## config.mk

```make
export PLATFORM = sky130hd
export DESIGN_NAME = pmap_unit
export DESIGN_NICKNAME = d
export VERILOG_FILES = /design/src/rtl/pmap_pkg.sv /design/src/rtl/pmap_alloc.sv /design/src/rtl/pmap_table.sv /design/src/rtl/pmap_bitmap.sv /design/src/rtl/pmap_unit.sv
export SDC_FILE = /design/constraint.sdc
export NUM_CORES = 1
export LEC_CHECK = 0
export BUFFER_PORTS_ARGS = -buffer_cell sky130_fd_sc_hd__buf_4
export CAP_MARGIN = 5
export CORE_ASPECT_RATIO = 0.75
export CORE_MARGIN = 5
export CORE_UTILIZATION = 45
export CTS_CLUSTER_SIZE = 28
export DETAILED_ROUTE_END_ITERATION = 12
export PLACE_DENSITY_LB_ADDON = 0.1
export SLEW_MARGIN = 0
export SYNTH_ARGS = -nofsm -noshare
export SYNTH_HDL_FRONTEND = slang
export SYNTH_SLANG_ARGS = --single-unit
```

## constraint.sdc

```tcl
create_clock -name clk -period 6.2 [get_ports clk]
set_clock_uncertainty 0.1 [all_clocks]
set_input_delay 0.93 -clock clk [delete_from_list [all_inputs] [get_ports clk]]
set_output_delay 0.93 -clock clk [all_outputs]
set_load 0.005 [all_outputs]
```

## src/rtl/pmap_pkg.sv

```systemverilog
package pmap_pkg;

  typedef enum logic [1:0] {
    WK_IDLE   = 2'd0,
    WK_FIRST  = 2'd1,
    WK_MOVE   = 2'd2,
    WK_REFUSE = 2'd3
  } wr_kind_e;

  // Kind of write response, from request, pool state and prior mapping.
  function automatic wr_kind_e wr_classify(input logic req, input logic empty_pool,
                                           input logic had_old);
    if (!req)           return WK_IDLE;
    else if (empty_pool) return WK_REFUSE;
    else if (had_old)    return WK_MOVE;
    else                 return WK_FIRST;
  endfunction

  // True when the allocation count has reached the page count.
  function automatic logic pool_spent(input int unsigned used, input int unsigned total);
    return used >= total;
  endfunction

endpackage

```

## src/rtl/pmap_alloc.sv

```systemverilog
module pmap_alloc #(
  parameter int PPN_COUNT = 32,
  localparam int PPN_W = $clog2(PPN_COUNT),
  localparam int CNT_W = PPN_W + 1
) (
  input  logic             clk,
  input  logic             rst_n,
  input  logic             take,
  output logic [PPN_W-1:0] next_ppn,
  output logic [CNT_W-1:0] used_cnt,
  output logic             exhausted
);
  import pmap_pkg::*;

  logic [CNT_W-1:0] cnt_q;

  always_ff @(posedge clk) begin
    if (!rst_n)                  cnt_q <= '0;
    else if (take && !exhausted) cnt_q <= cnt_q + 1'b1;
  end

  assign used_cnt  = cnt_q;
  assign next_ppn  = cnt_q[PPN_W-1:0];
  assign exhausted = pool_spent(int'(cnt_q), PPN_COUNT);
endmodule

```

## src/rtl/pmap_table.sv

```systemverilog
module pmap_table #(
  parameter int LPN_COUNT = 16,
  parameter int PPN_COUNT = 32,
  localparam int LPN_W = $clog2(LPN_COUNT),
  localparam int PPN_W = $clog2(PPN_COUNT)
) (
  input  logic             clk,
  input  logic             rst_n,
  input  logic [LPN_W-1:0] rd_lpn,
  output logic             rd_mapped,
  output logic [PPN_W-1:0] rd_ppn,
  input  logic [LPN_W-1:0] wr_lpn,
  output logic             old_mapped,
  output logic [PPN_W-1:0] old_ppn,
  input  logic             upd_en,
  input  logic [PPN_W-1:0] upd_ppn
);
  logic [LPN_COUNT-1:0]            ent_map;
  logic [LPN_COUNT-1:0][PPN_W-1:0] ent_ppn;
  logic [LPN_COUNT-1:0]            ent_sel;

  for (genvar g = 0; g < LPN_COUNT; g++) begin : g_sel
    assign ent_sel[g] = upd_en && (wr_lpn == LPN_W'(g));
  end

  always_ff @(posedge clk) begin
    if (!rst_n) begin
      ent_map <= '0;
      ent_ppn <= '0;
    end else begin
      for (int i = 0; i < LPN_COUNT; i++) begin
        if (ent_sel[i]) begin
          ent_map[i] <= 1'b1;
          ent_ppn[i] <= upd_ppn;
        end
      end
    end
  end

  assign rd_mapped  = ent_map[rd_lpn];
  assign rd_ppn     = ent_ppn[rd_lpn];
  assign old_mapped = ent_map[wr_lpn];
  assign old_ppn    = ent_ppn[wr_lpn];
endmodule

```

## src/rtl/pmap_bitmap.sv

```systemverilog
module pmap_bitmap #(
  parameter int PPN_COUNT = 32,
  localparam int PPN_W = $clog2(PPN_COUNT)
) (
  input  logic             clk,
  input  logic             rst_n,
  input  logic             set_en,
  input  logic [PPN_W-1:0] set_ppn,
  input  logic             clr_en,
  input  logic [PPN_W-1:0] clr_ppn,
  input  logic [PPN_W-1:0] q_ppn,
  output logic             q_valid,
  output logic [PPN_COUNT-1:0] bits
);
  logic [PPN_COUNT-1:0] vb_q;
  logic [PPN_COUNT-1:0] set_hit;
  logic [PPN_COUNT-1:0] clr_hit;

  for (genvar g = 0; g < PPN_COUNT; g++) begin : g_hit
    assign set_hit[g] = set_en && (set_ppn == PPN_W'(g));
    assign clr_hit[g] = clr_en && (clr_ppn == PPN_W'(g));
  end

  always_ff @(posedge clk) begin
    if (!rst_n) vb_q <= '0;
    else        vb_q <= (vb_q & ~clr_hit) | set_hit;
  end

  assign q_valid = vb_q[q_ppn];
  assign bits    = vb_q;
endmodule

```

## src/rtl/pmap_unit.sv

```systemverilog
module pmap_unit #(
  parameter int LPN_COUNT = 16,
  parameter int PPN_COUNT = 32,
  localparam int LPN_W = $clog2(LPN_COUNT),
  localparam int PPN_W = $clog2(PPN_COUNT),
  localparam int CNT_W = PPN_W + 1
) (
  input  logic             clk,
  input  logic             rst_n,
  input  logic             rd_req,
  input  logic [LPN_W-1:0] rd_lpn,
  input  logic             wr_req,
  input  logic [LPN_W-1:0] wr_lpn,
  input  logic [PPN_W-1:0] vq_ppn,
  output logic             rd_done,
  output logic             rd_hit,
  output logic [PPN_W-1:0] rd_ppn,
  output logic             wr_done,
  output logic             wr_refused,
  output logic [PPN_W-1:0] wr_ppn,
  output logic [LPN_W-1:0] spare_lpn,
  output logic             inv_valid,
  output logic [PPN_W-1:0] inv_ppn,
  output logic             vq_valid,
  output logic             pool_full
);
  import pmap_pkg::*;

  // Named internal events for the checker.
  logic             alloc_take;
  logic [PPN_W-1:0] alloc_ppn;
  logic [CNT_W-1:0] alloc_count;
  logic             alloc_empty;
  logic             tbl_rd_mapped;
  logic [PPN_W-1:0] tbl_rd_ppn;
  logic             tbl_old_mapped;
  logic [PPN_W-1:0] tbl_old_ppn;
  logic [PPN_COUNT-1:0] valid_bits;
  wr_kind_e         wr_kind;

  assign wr_kind    = wr_classify(wr_req, alloc_empty, tbl_old_mapped);
  assign alloc_take = (wr_kind == WK_FIRST) || (wr_kind == WK_MOVE);

  pmap_alloc #(.PPN_COUNT(PPN_COUNT)) u_alloc (
    .clk       (clk),
    .rst_n     (rst_n),
    .take      (alloc_take),
    .next_ppn  (alloc_ppn),
    .used_cnt  (alloc_count),
    .exhausted (alloc_empty)
  );

  pmap_table #(.LPN_COUNT(LPN_COUNT), .PPN_COUNT(PPN_COUNT)) u_table (
    .clk        (clk),
    .rst_n      (rst_n),
    .rd_lpn     (rd_lpn),
    .rd_mapped  (tbl_rd_mapped),
    .rd_ppn     (tbl_rd_ppn),
    .wr_lpn     (wr_lpn),
    .old_mapped (tbl_old_mapped),
    .old_ppn    (tbl_old_ppn),
    .upd_en     (alloc_take),
    .upd_ppn    (alloc_ppn)
  );

  pmap_bitmap #(.PPN_COUNT(PPN_COUNT)) u_bitmap (
    .clk     (clk),
    .rst_n   (rst_n),
    .set_en  (alloc_take),
    .set_ppn (alloc_ppn),
    .clr_en  (wr_kind == WK_MOVE),
    .clr_ppn (tbl_old_ppn),
    .q_ppn   (vq_ppn),
    .q_valid (vq_valid),
    .bits    (valid_bits)
  );

  // Lookup response: the table is read before this edge's update (same-cycle read sees old map).
  always_ff @(posedge clk) begin
    if (!rst_n) begin
      rd_done <= 1'b0;
      rd_hit  <= 1'b0;
      rd_ppn  <= '0;
    end else begin
      rd_done <= rd_req;
      rd_hit  <= rd_req && tbl_rd_mapped;
      rd_ppn  <= (rd_req && tbl_rd_mapped) ? tbl_rd_ppn : '0;
    end
  end

  // Write response.
  always_ff @(posedge clk) begin
    if (!rst_n) begin
      wr_done    <= 1'b0;
      wr_refused <= 1'b0;
      wr_ppn     <= '0;
      spare_lpn  <= '0;
      inv_valid  <= 1'b0;
      inv_ppn    <= '0;
    end else begin
      wr_done    <= (wr_kind != WK_IDLE);
      wr_refused <= (wr_kind == WK_REFUSE);
      wr_ppn     <= alloc_take ? alloc_ppn : '0;
      spare_lpn  <= alloc_take ? wr_lpn : '0;
      inv_valid  <= (wr_kind == WK_MOVE);
      inv_ppn    <= (wr_kind == WK_MOVE) ? tbl_old_ppn : '0;
    end
  end

  assign pool_full = alloc_empty;
endmodule

```

======== After elaboration in Yosys (flattened, before gate mapping) ========
Index checks and enable logic that the tools add are counted.
cells by class
  reductions and logical operators ........ 91
  div/mod/pow operators ................... 0
  bitwise logic cells ..................... 3
  muxes and demuxes ....................... 13
  $mul .................................... 0
  $lt $le $gt $ge ......................... 4
  equality and inequality tests ........... 80
  shift-type cells ........................ 0
  add/subtract/negate cells ............... 1
operators by type and width
  cell                                                                          count
  5-bit equality test, second input constant                                    32
  1-bit logical AND                                                             82
  5-bit by 4-bit equality test with 1-bit output, second input constant         16
  5-bit binary-select mux with 4-bit select                                     2
  5-bit by 3-bit equality test with 1-bit output, second input constant         8
  32-bit bitwise AND                                                            1
  4-bit equality test, second input constant                                    8
  32-bit inverter                                                               1
  32-bit bitwise OR                                                             1
  5-bit by 2-bit equality test with 1-bit output, second input constant         4
  4-bit by 3-bit equality test with 1-bit output, second input constant         4
  5-bit by 1-bit equality test with 1-bit output, second input constant         2
  5-bit zero test                                                               2
  4-bit by 5-bit less-than comparator with 1-bit output, second input constant  2
  5-bit 2-to-1 mux                                                              2
  1-bit binary-select mux with 4-bit select                                     2
  4-bit by 2-bit equality test with 1-bit output, second input constant         2
  6-bit by 1-bit adder with 6-bit output, second input constant                 1
  6-bit >= comparator, second input constant                                    1
  5-bit by 6-bit less-than comparator with 1-bit output, second input constant  1
  2-bit 2-to-1 mux                                                              3
  2-bit AND reduction                                                           3
  1-bit binary-select mux with 5-bit select                                     1
  2-bit equality test, second input constant                                    2
  7 further kinds                                                               9
storage, ports and cells
  memories ................................ 0
  bits in latches ......................... 0
  output and inout bits ................... 26
  ROM bits ................................ 0
  bits in writable memories ............... 0
  input bits .............................. 17
  register bits after elaboration ......... 158
  logic and storage cells ................. 235

======== Longest topological paths before layout ========
Gate-level depths: netlist of the first run.
  word-level depth ........................ 10
  gate-level depth with buffers ........... 15
  depth with buffers taken out ............ 10

======== Hierarchy ========
A second synthesis of the first run with hierarchy kept.
unflattened totals
  cell total of the unflattened synthesis .. 847
  area total of the unflattened synthesis .. 8,049.0 sq um
modules (own cells, without submodules)
  module       cells an instance  times used  area each (sq um)
  pmap_table   550                1           5,338.9
  pmap_bitmap  209                1           1,676.6
  pmap_unit    52                 1           698.2
  pmap_alloc   36                 1           335.3

======== Least setup slack after synthesis of the first run ========
No wires, ideal clock.
  kind .................................... input port to flip-flop
  start point ............................. input port wr_lpn[1]
  end point ............................... register u_table.ent_ppn[57] (netlist bit)
  setup slack ............................. 1.850 ns
  data arrival time ....................... 4.134 ns
  buffers on the path ..................... 5
  stages on the path ...................... 13
  path through ............................ buf_6 clkbuf_1 clkbuf_1 mux4_2 mux4_2 o21a_1 ha_1 clkbuf_1 or2_2 or2_2 clkbuf_1 mux2i_1 nor2b_1
between the ends
  longest elaborated chain between the ends .. 8
RTL lines
  what                                                                                   RTL line          RTL
  start, declared                                                                        pmap_unit.sv:13   input logic [LPN_W-1:0] wr_lpn,
  1-bit binary-select mux with 4-bit select                                              pmap_table.sv:42  assign old_mapped = ent_map[wr_lpn];
  1-bit 2-to-1 mux (not written as such)                                                 pmap_table.sv:42
  2-bit 2-to-1 mux                                                                       pmap_pkg.sv:15    else if (had_old) return WK_MOVE;
  2-bit 2-to-1 mux                                                                       pmap_pkg.sv:14    else if (empty_pool) return WK_REFUSE;
  2-bit 2-to-1 mux                                                                       pmap_pkg.sv:13    if (!req) return WK_IDLE;
  2-bit by 1-bit equality test with 1-bit output or 2-bit equality test (tied branches)  pmap_unit.sv:42   assign alloc_take = (wr_kind == WK_FIRST) || (wr_kind == WK_MOVE);
  1-bit logical OR                                                                       pmap_unit.sv:42
  1-bit logical AND *                                                                    pmap_table.sv:23  assign ent_sel[g] = upd_en && (wr_lpn == LPN_W'(g));
  end signal, assigned by index                                                          pmap_table.sv:34  ent_ppn[i] <= upd_ppn;
  end, declared                                                                          pmap_table.sv:19  logic [LPN_COUNT-1:0][PPN_W-1:0] ent_ppn;
Every way passes the cells marked *; elsewhere a longest branch is shown, timed or not. The select of a mux whose other input is x is not followed.
A chain may end at the register's enable or synchronous reset.

======== Worst setup path after layout of the first run ========
  start point ............................. input port wr_lpn[0]
  end point ............................... register u_table.ent_ppn[65] (netlist bit)
Same word-level chain as after synthesis.

==> run_results.csv, run 1 <==
group,metric,value,unit
cts,clockRootBuffer,"clkbuf_16",
setup_path,endpoint_kind,"flop",
layout,stdcell_count,1060,
logic_synthesis,synth_cell_types,43,
setup_path,crit_fanout,28,
layout,fillCellCount,1632,
detailed_routing,routedWlPerCell,22.6,um
timing,max_freq,219,MHz
run,maxCapViolCount,0,
detailed_routing,drc_errors,0,
cts,cts_tree,"yes",
timing,slew_viol_final,0,
floorplanning,num_rows,42,
cts,cts_setup_buffers,0,
layout,nets,832,
floorplanning,initial_utilization,0.457,
power_and_ir_drop,p_switching,0.554,mW
floorplanning,die_y,126,um
status,status,"complete, no violations",
layout,antenna_cells,0,
timing,post-route-period-util,0.735,
setup_path,crit_type,"in2reg",
detailed_routing,ant_nets,0,
layout,drive_gt1_frac,0.197,
timing,setup_ws,1.64,ns
power_and_ir_drop,max-vdd-ir-drop,0.119,mV
timing,finalHoldViolCount,0,
layout,syn2layout_area_growth,12.4,%
detailed_routing,num_vias,6334,
cts,path_clk_slew,0.06,ns
cts,cts_buffer_depth,2,
global_route,antenna_found_initial,0,
logic_synthesis,ys_warn_count,0,
cts,insertion_delay,0.43,ns
global_route,grt_pass1_vias,6074,
logic_synthesis,synth_edf_count,0,
logic_synthesis,yosys.area.top_type,"dfxtp_1",
power_and_ir_drop,power_frac_seq,0.454,
floorplanning,core,0.0176,mm2
timing,slew-limit-headroom,0.119,
logic_synthesis,ys_ff_latch,158,
place,io_buffers,42,
logic_synthesis,synth-main-ff-cell,"dfxtp_1",
logic_synthesis,synth_area_leaders,"dfxtp_1 39%, mux4_2 18%, nor2b_1 4.7%",
logic_synthesis,synth-async-reset-ratio,0,
layout,final_common_cell,"dfxtp_1",
timing,setup_viol,0,
power_and_ir_drop,power_frac_comb,0.078,
power_and_ir_drop,swShare,0.241,
power_and_ir_drop,pwr-share-clk,0.468,
floorplanning,ioPinCount,43,
detailed_routing,firstDrtPassIters,5,
global_route,grt_max_degree,93,
floorplanning,die_x,164,um
setup_path,startpoint_type,"primary input",
setup_path,cp.required,6.42,ns
cts,hold_buffers,0,
timing,timing.hold.ws,0.385,ns
logic_synthesis,synth_top_area_frac,0.395,
global_route,grt_usage,0.239,
logic_synthesis,yosysSeqAreaShare,0.395,
timing,worst_slew_pin_slew,1.32,ns
logic_synthesis,syn_inst,801,
timing,finalCriticalPeriod,4.56,ns
layout,seq_area,0.00316,mm2
detailed_routing,drt-initial-drc-count,813,
detailed_routing,routed_wl,23900,um
cts,numCtsBuffers,17,
place,dp_worst_setup_slack,1.15,ns
floorplanning,die-area,0.0206,mm2
place,dpl.hpwl,16500,um
place,routabilityCongestion,0.881,
layout,final_cell_mix,"158 x dfxtp_1, 90 x nand2_1, 63 x mux4_2, 60 x nor2b_1, 52 x buf_4",
cts,post_cts_resized,0,
logic_synthesis,syn-num-nets,827,
timing,rsz0062_at_grt,"no",
place,dp.cells,1029,
power_and_ir_drop,p_int,1.74,mW
timing,fin_setup_tns,0,ns
cts,cts.sinks,158,
global_route,grt-ovfl-total,0,
cts,cts_htree_levels,4,
layout,multiInputGateArea,0.00448,mm2
logic_synthesis,post_synth.cell_area_avg,10.0,um2
logic_synthesis,synth_area,0.00801,mm2
detailed_routing,viasPerCell,5.98,
global_route,grt_pass1_wl,37200,um
worst_hold_path,min_path_type,"reg2reg",
power_and_ir_drop,powerDensity,255,mW/mm2
power_and_ir_drop,leakagePower,3.17,nW
setup_path,arrival,4.77,ns
==> routing by layer <==
layer,GRT usage,share of wire,vias up
met1,0.372,0.48,3124
li1,-,-,2888
met3,0.0638,0.092,31
met4,0.0700,0.017,0
met2,0.321,0.41,291
met5,0,0,-
==> synthesized netlist by cell type (3+ instances only) <==
cell type / number
inv_1: 15
nor2_1: 47
o21ai_0: 23
nor3_4: 4
dfxtp_1: 158
a21oi_1: 39
buf_4: 3
clkbuf_1: 46
and2_1: 18
buf_6: 4
o311ai_0: 10
nand3_1: 39
a21boi_0: 44
nand2b_1: 4
nor3_1: 21
o21a_1: 5
and3_1: 10
ha_1: 9
mux2i_1: 27
nand2_1: 90
a21o_1: 3
nor3_2: 3
nor2b_1: 60
buf_2: 10
mux4_2: 63
mux4_1: 3
o211ai_1: 15
xnor2_1: 3
buf_1: 3
==> state kept, by name, summed over array words and instances (netlist names) <==
signal            count
u_table.ent_ppn      80
u_bitmap.bits        32
u_table.ent_map      16
u_alloc.used_cnt      6
inv_ppn               5
rd_ppn                5
wr_ppn                5
spare_lpn             4
inv_valid             1
rd_done               1
rd_hit                1
wr_done               1
wr_refused            1
==> power by group through the flow <==
stage | logic, mW | registers, mW | clock network (mW)
after global placement | 0.175 | 1.07 | 0
final | 0.180 | 1.04 | 1.08
after global routing | 0.193 | 1.05 | 1.13
after CTS | 0.177 | 1.04 | 1.09
after detailed placement | 0.177 | 1.07 | 0
after floorplan | 0.122 | 1.06 | 0
==> through the flow <==
step                      power (mW)   util  instance area, um2
after floorplan                 1.18      -                8010
after global placement          1.24  0.479                8400
after detailed placement        1.24  0.479                8400
after CTS                       2.31  0.513                9000
after global routing            2.37  0.513                9000
final                           2.30  0.513                9000
==> worst max-delay path, stage by stage <==
cell and delay, ns:
buf_4 0.41, mux4_2 0.57, mux4_2 0.53, o21a_1 0.22, ha_1 0.44, nor2b_1 0.64
nand3_1 0.59, a21oi_1 0.33, nor2b_1 0.07
==> logic make-up (layout without fill, tap and decap cells) <==
family / Yosys count / count (layout) / synth area share
simple gates: 305 / 305 / 0.195
xor+xnor: 3 / 3 / 0.00328
mux: 94 / 94 / 0.222
fa+ha+maj: 9 / 9 / 0.0141
flops: 158 / 158 / 0.395
buf+inv: 83 / 100 / 0.0456
compound gates: 149 / 149 / 0.125
==> layout make-up <==
cell class                      count  share of cell area
Tap cell                          242              0.0336
Clock inverter                     11              0.0157
Multi-Input combinational cell    560               0.498
Inverter                           17             0.00709
Sequential cell                   158               0.351
Clock buffer                       20              0.0507
Timing Repair Buffer               52              0.0434
==> path summary, 6_finish.rpt <==
path,start,end,slack [ns],cells after the start
worst max-delay path,wr_lpn[0],u_table.ent_ppn[65],1.64,9
worst min register to register,u_table.ent_map[10],u_table.ent_map[10],0.39,2
worst min-delay path,u_table.ent_map[10],u_table.ent_map[10],0.39,2
worst max register to register,u_table.ent_map[2],u_table.ent_ppn[65],2.32,8
(Power assumes the default switching activity.)
==> inputs of run 2 (changes only) <==
==> constraint.sdc (replaced) <==
create_clock -name clk -period 4.11 [get_ports clk]
set_clock_uncertainty 0.1 [all_clocks]
set_input_delay 0.6165 -clock clk [delete_from_list [all_inputs] [get_ports clk]]
set_output_delay 0.6165 -clock clk [all_outputs]
set_load 0.005 [all_outputs]
==> run 2 against run 1 <==
Net effect: core utilization is 0.51 points higher; worst hold slack got worse by 0.0027 ns; power increased by 48%; via count up 2.7%; sequential power up 51%; clock power up 43%.
==> run_results.csv, run 2 (synthesis gave the netlist of run 1 again) <==
group,metric,value,unit
detailed_routing,firstDrtPassIters,5,
place,dp_worst_setup_slack,0.205,ns
layout,syn2layout_area_growth,13.5,%
setup_path,crit_type,"in2reg",
global_route,grt_max_degree,62,
timing,post-route-period-util,0.854,
timing,setup_ws,0.601,ns
layout,final_cell_mix,"158 x dfxtp_1, 90 x nand2_1, 67 x buf_4, 63 x mux4_2, 60 x nor2b_1",
detailed_routing,ant_nets,0,
cts,cts_tree,"yes",
place,dp.cells,1044,
layout,fillCellCount,1627,
setup_path,r2r_setup_slack,0.69,ns
run,maxCapViolCount,0,
place,routabilityCongestion,0.955,
cts,post_cts_resized,0,
power_and_ir_drop,leakagePower,3.22,nW
setup_path,startpoint_type,"primary input",
floorplanning,core,0.0176,mm2
timing,fin_setup_tns,0,ns
detailed_routing,num_vias,6508,
place,dpl.hpwl,17400,um
power_and_ir_drop,powerDensity,374,mW/mm2
floorplanning,initial_utilization,0.457,
cts,path_clk_slew,0.06,ns
timing,worst_slew_pin_slew,0.915,ns
detailed_routing,viasPerCell,6.05,
timing,timing.hold.ws,0.382,ns
global_route,grt-ovfl-total,0,
setup_path,cp.required,4.32,ns
detailed_routing,routedWlPerCell,22.6,um
layout,drive_gt1_frac,0.213,
timing,finalHoldViolCount,0,
layout,largest-register,"u_table.ent_ppn",
floorplanning,num_rows,42,
setup_path,crit_fanout,11,
timing,rsz0062_at_grt,"no",
timing,setup_viol,0,
setup_path,timing.rr.start,"u_table.ent_map[5]",
floorplanning,die_y,126,um
setup_path,arrival,3.72,ns
cts,cts_setup_buffers,0,
place,placed_cell_area,0.00852,mm2
cts,cts_buffer_depth,2,
worst_hold_path,hold-path-cell-count,2,
detailed_routing,routed_wl,24300,um
setup_path,r2r-end,"u_table.ent_ppn[41]",
worst_hold_path,min_path_type,"reg2reg",
layout,postLayoutCoreUtil,0.518,
layout,nets,847,
place,io_buffers,42,
cts,hold_buffers,0,
cts,insertion_delay,0.43,ns
timing,slew-limit-headroom,0.389,
timing,slew_viol_final,0,
power_and_ir_drop,max-vdd-ir-drop,0.240,mV
worst_hold_path,worstHoldEndpoint,"u_table.ent_map[13]",
cts,numCtsBuffers,17,
layout,largest_reg_flops,80,
status,status,"complete, no violations",
global_route,grt_pass1_vias,6342,
timing,finalCriticalPeriod,3.51,ns
setup_path,endpoint_kind,"flop",
power_and_ir_drop,p_total,3.40,mW
floorplanning,ioPinCount,43,
cts,clockRootBuffer,"clkbuf_16",
global_route,antenna_found_initial,0,
timing,max_freq,285,MHz
floorplanning,die-area,0.0206,mm2
floorplanning,die_x,164,um
layout,antenna_cells,0,
layout,final_common_cell,"dfxtp_1",
detailed_routing,drt-initial-drc-count,881,
worst_hold_path,hold_start,"u_table.ent_map[13]",
setup_path,worst_r2r_path_depth,10,
cts,cts_htree_levels,4,
global_route,grt_usage,0.241,
layout,fin_area,0.00909,mm2
cts,cts.sinks,158,
detailed_routing,drc_errors,0,
layout,stdcell_count,1076,
global_route,grt_pass1_wl,37900,um
run 2: changes by cell type in the layout (fill, tap and decap cells not counted), sizes merged:
cell and delta:
clkbuf -2, bufinv -2, inv +4, clkinvlp +3
buf +15, clkinv -2
run 2: worst max-delay path, stage by stage:
cell      delay (ns)
buf_4           0.20
mux4_2          0.54
mux4_2          0.52
o21a_1          0.23
ha_1            0.45
or2_2           0.38
nor2_1          0.16
buf_4           0.21
nand2_1         0.17
nand2_1         0.13
a21boi_0        0.08
run 2: worst max path at each step:
stage	end	cells after the start	startpoint	slack, ns
after global placement	u_table.ent_ppn[26]	11	wr_lpn[0]	0.24
after floorplan	u_table.ent_ppn[57]	13	wr_lpn[1]	0.07
after CTS	u_table.ent_ppn[41]	11	wr_lpn[0]	0.65
after detailed placement	u_table.ent_ppn[26]	11	wr_lpn[0]	0.20
after global routing	u_table.ent_ppn[11]	11	wr_lpn[0]	0.42
final	u_table.ent_ppn[41]	11	wr_lpn[0]	0.60
run 2: layout make-up:
type | count | area [um2] | share of cell area
multi-input cells | 560 | 4480 | 0.493
flip-flops and latches | 158 | 3160 | 0.348
repair buffers | 67 | 503 | 0.0553
clock buffers | 18 | 439 | 0.0483
well taps | 242 | 303 | 0.0333
clock inverters | 14 | 135 | 0.0149
inverters | 17 | 63.8 | 0.00702
run 2: power breakdown:
part	internal [mW]	switching [mW]	total, mW
combinational	0.108	0.174	0.282
sequential	1.55	0.0225	1.57
clock	0.859	0.684	1.54
run 2: per-layer routing:
metal	vias up	wire, um	global-route usage
li1	2924	-	-
met1	3254	11400	0.370
met2	295	10200	0.334
met3	35	2170	0.0655
met4	0	481	0.0651
met5	-	0	0
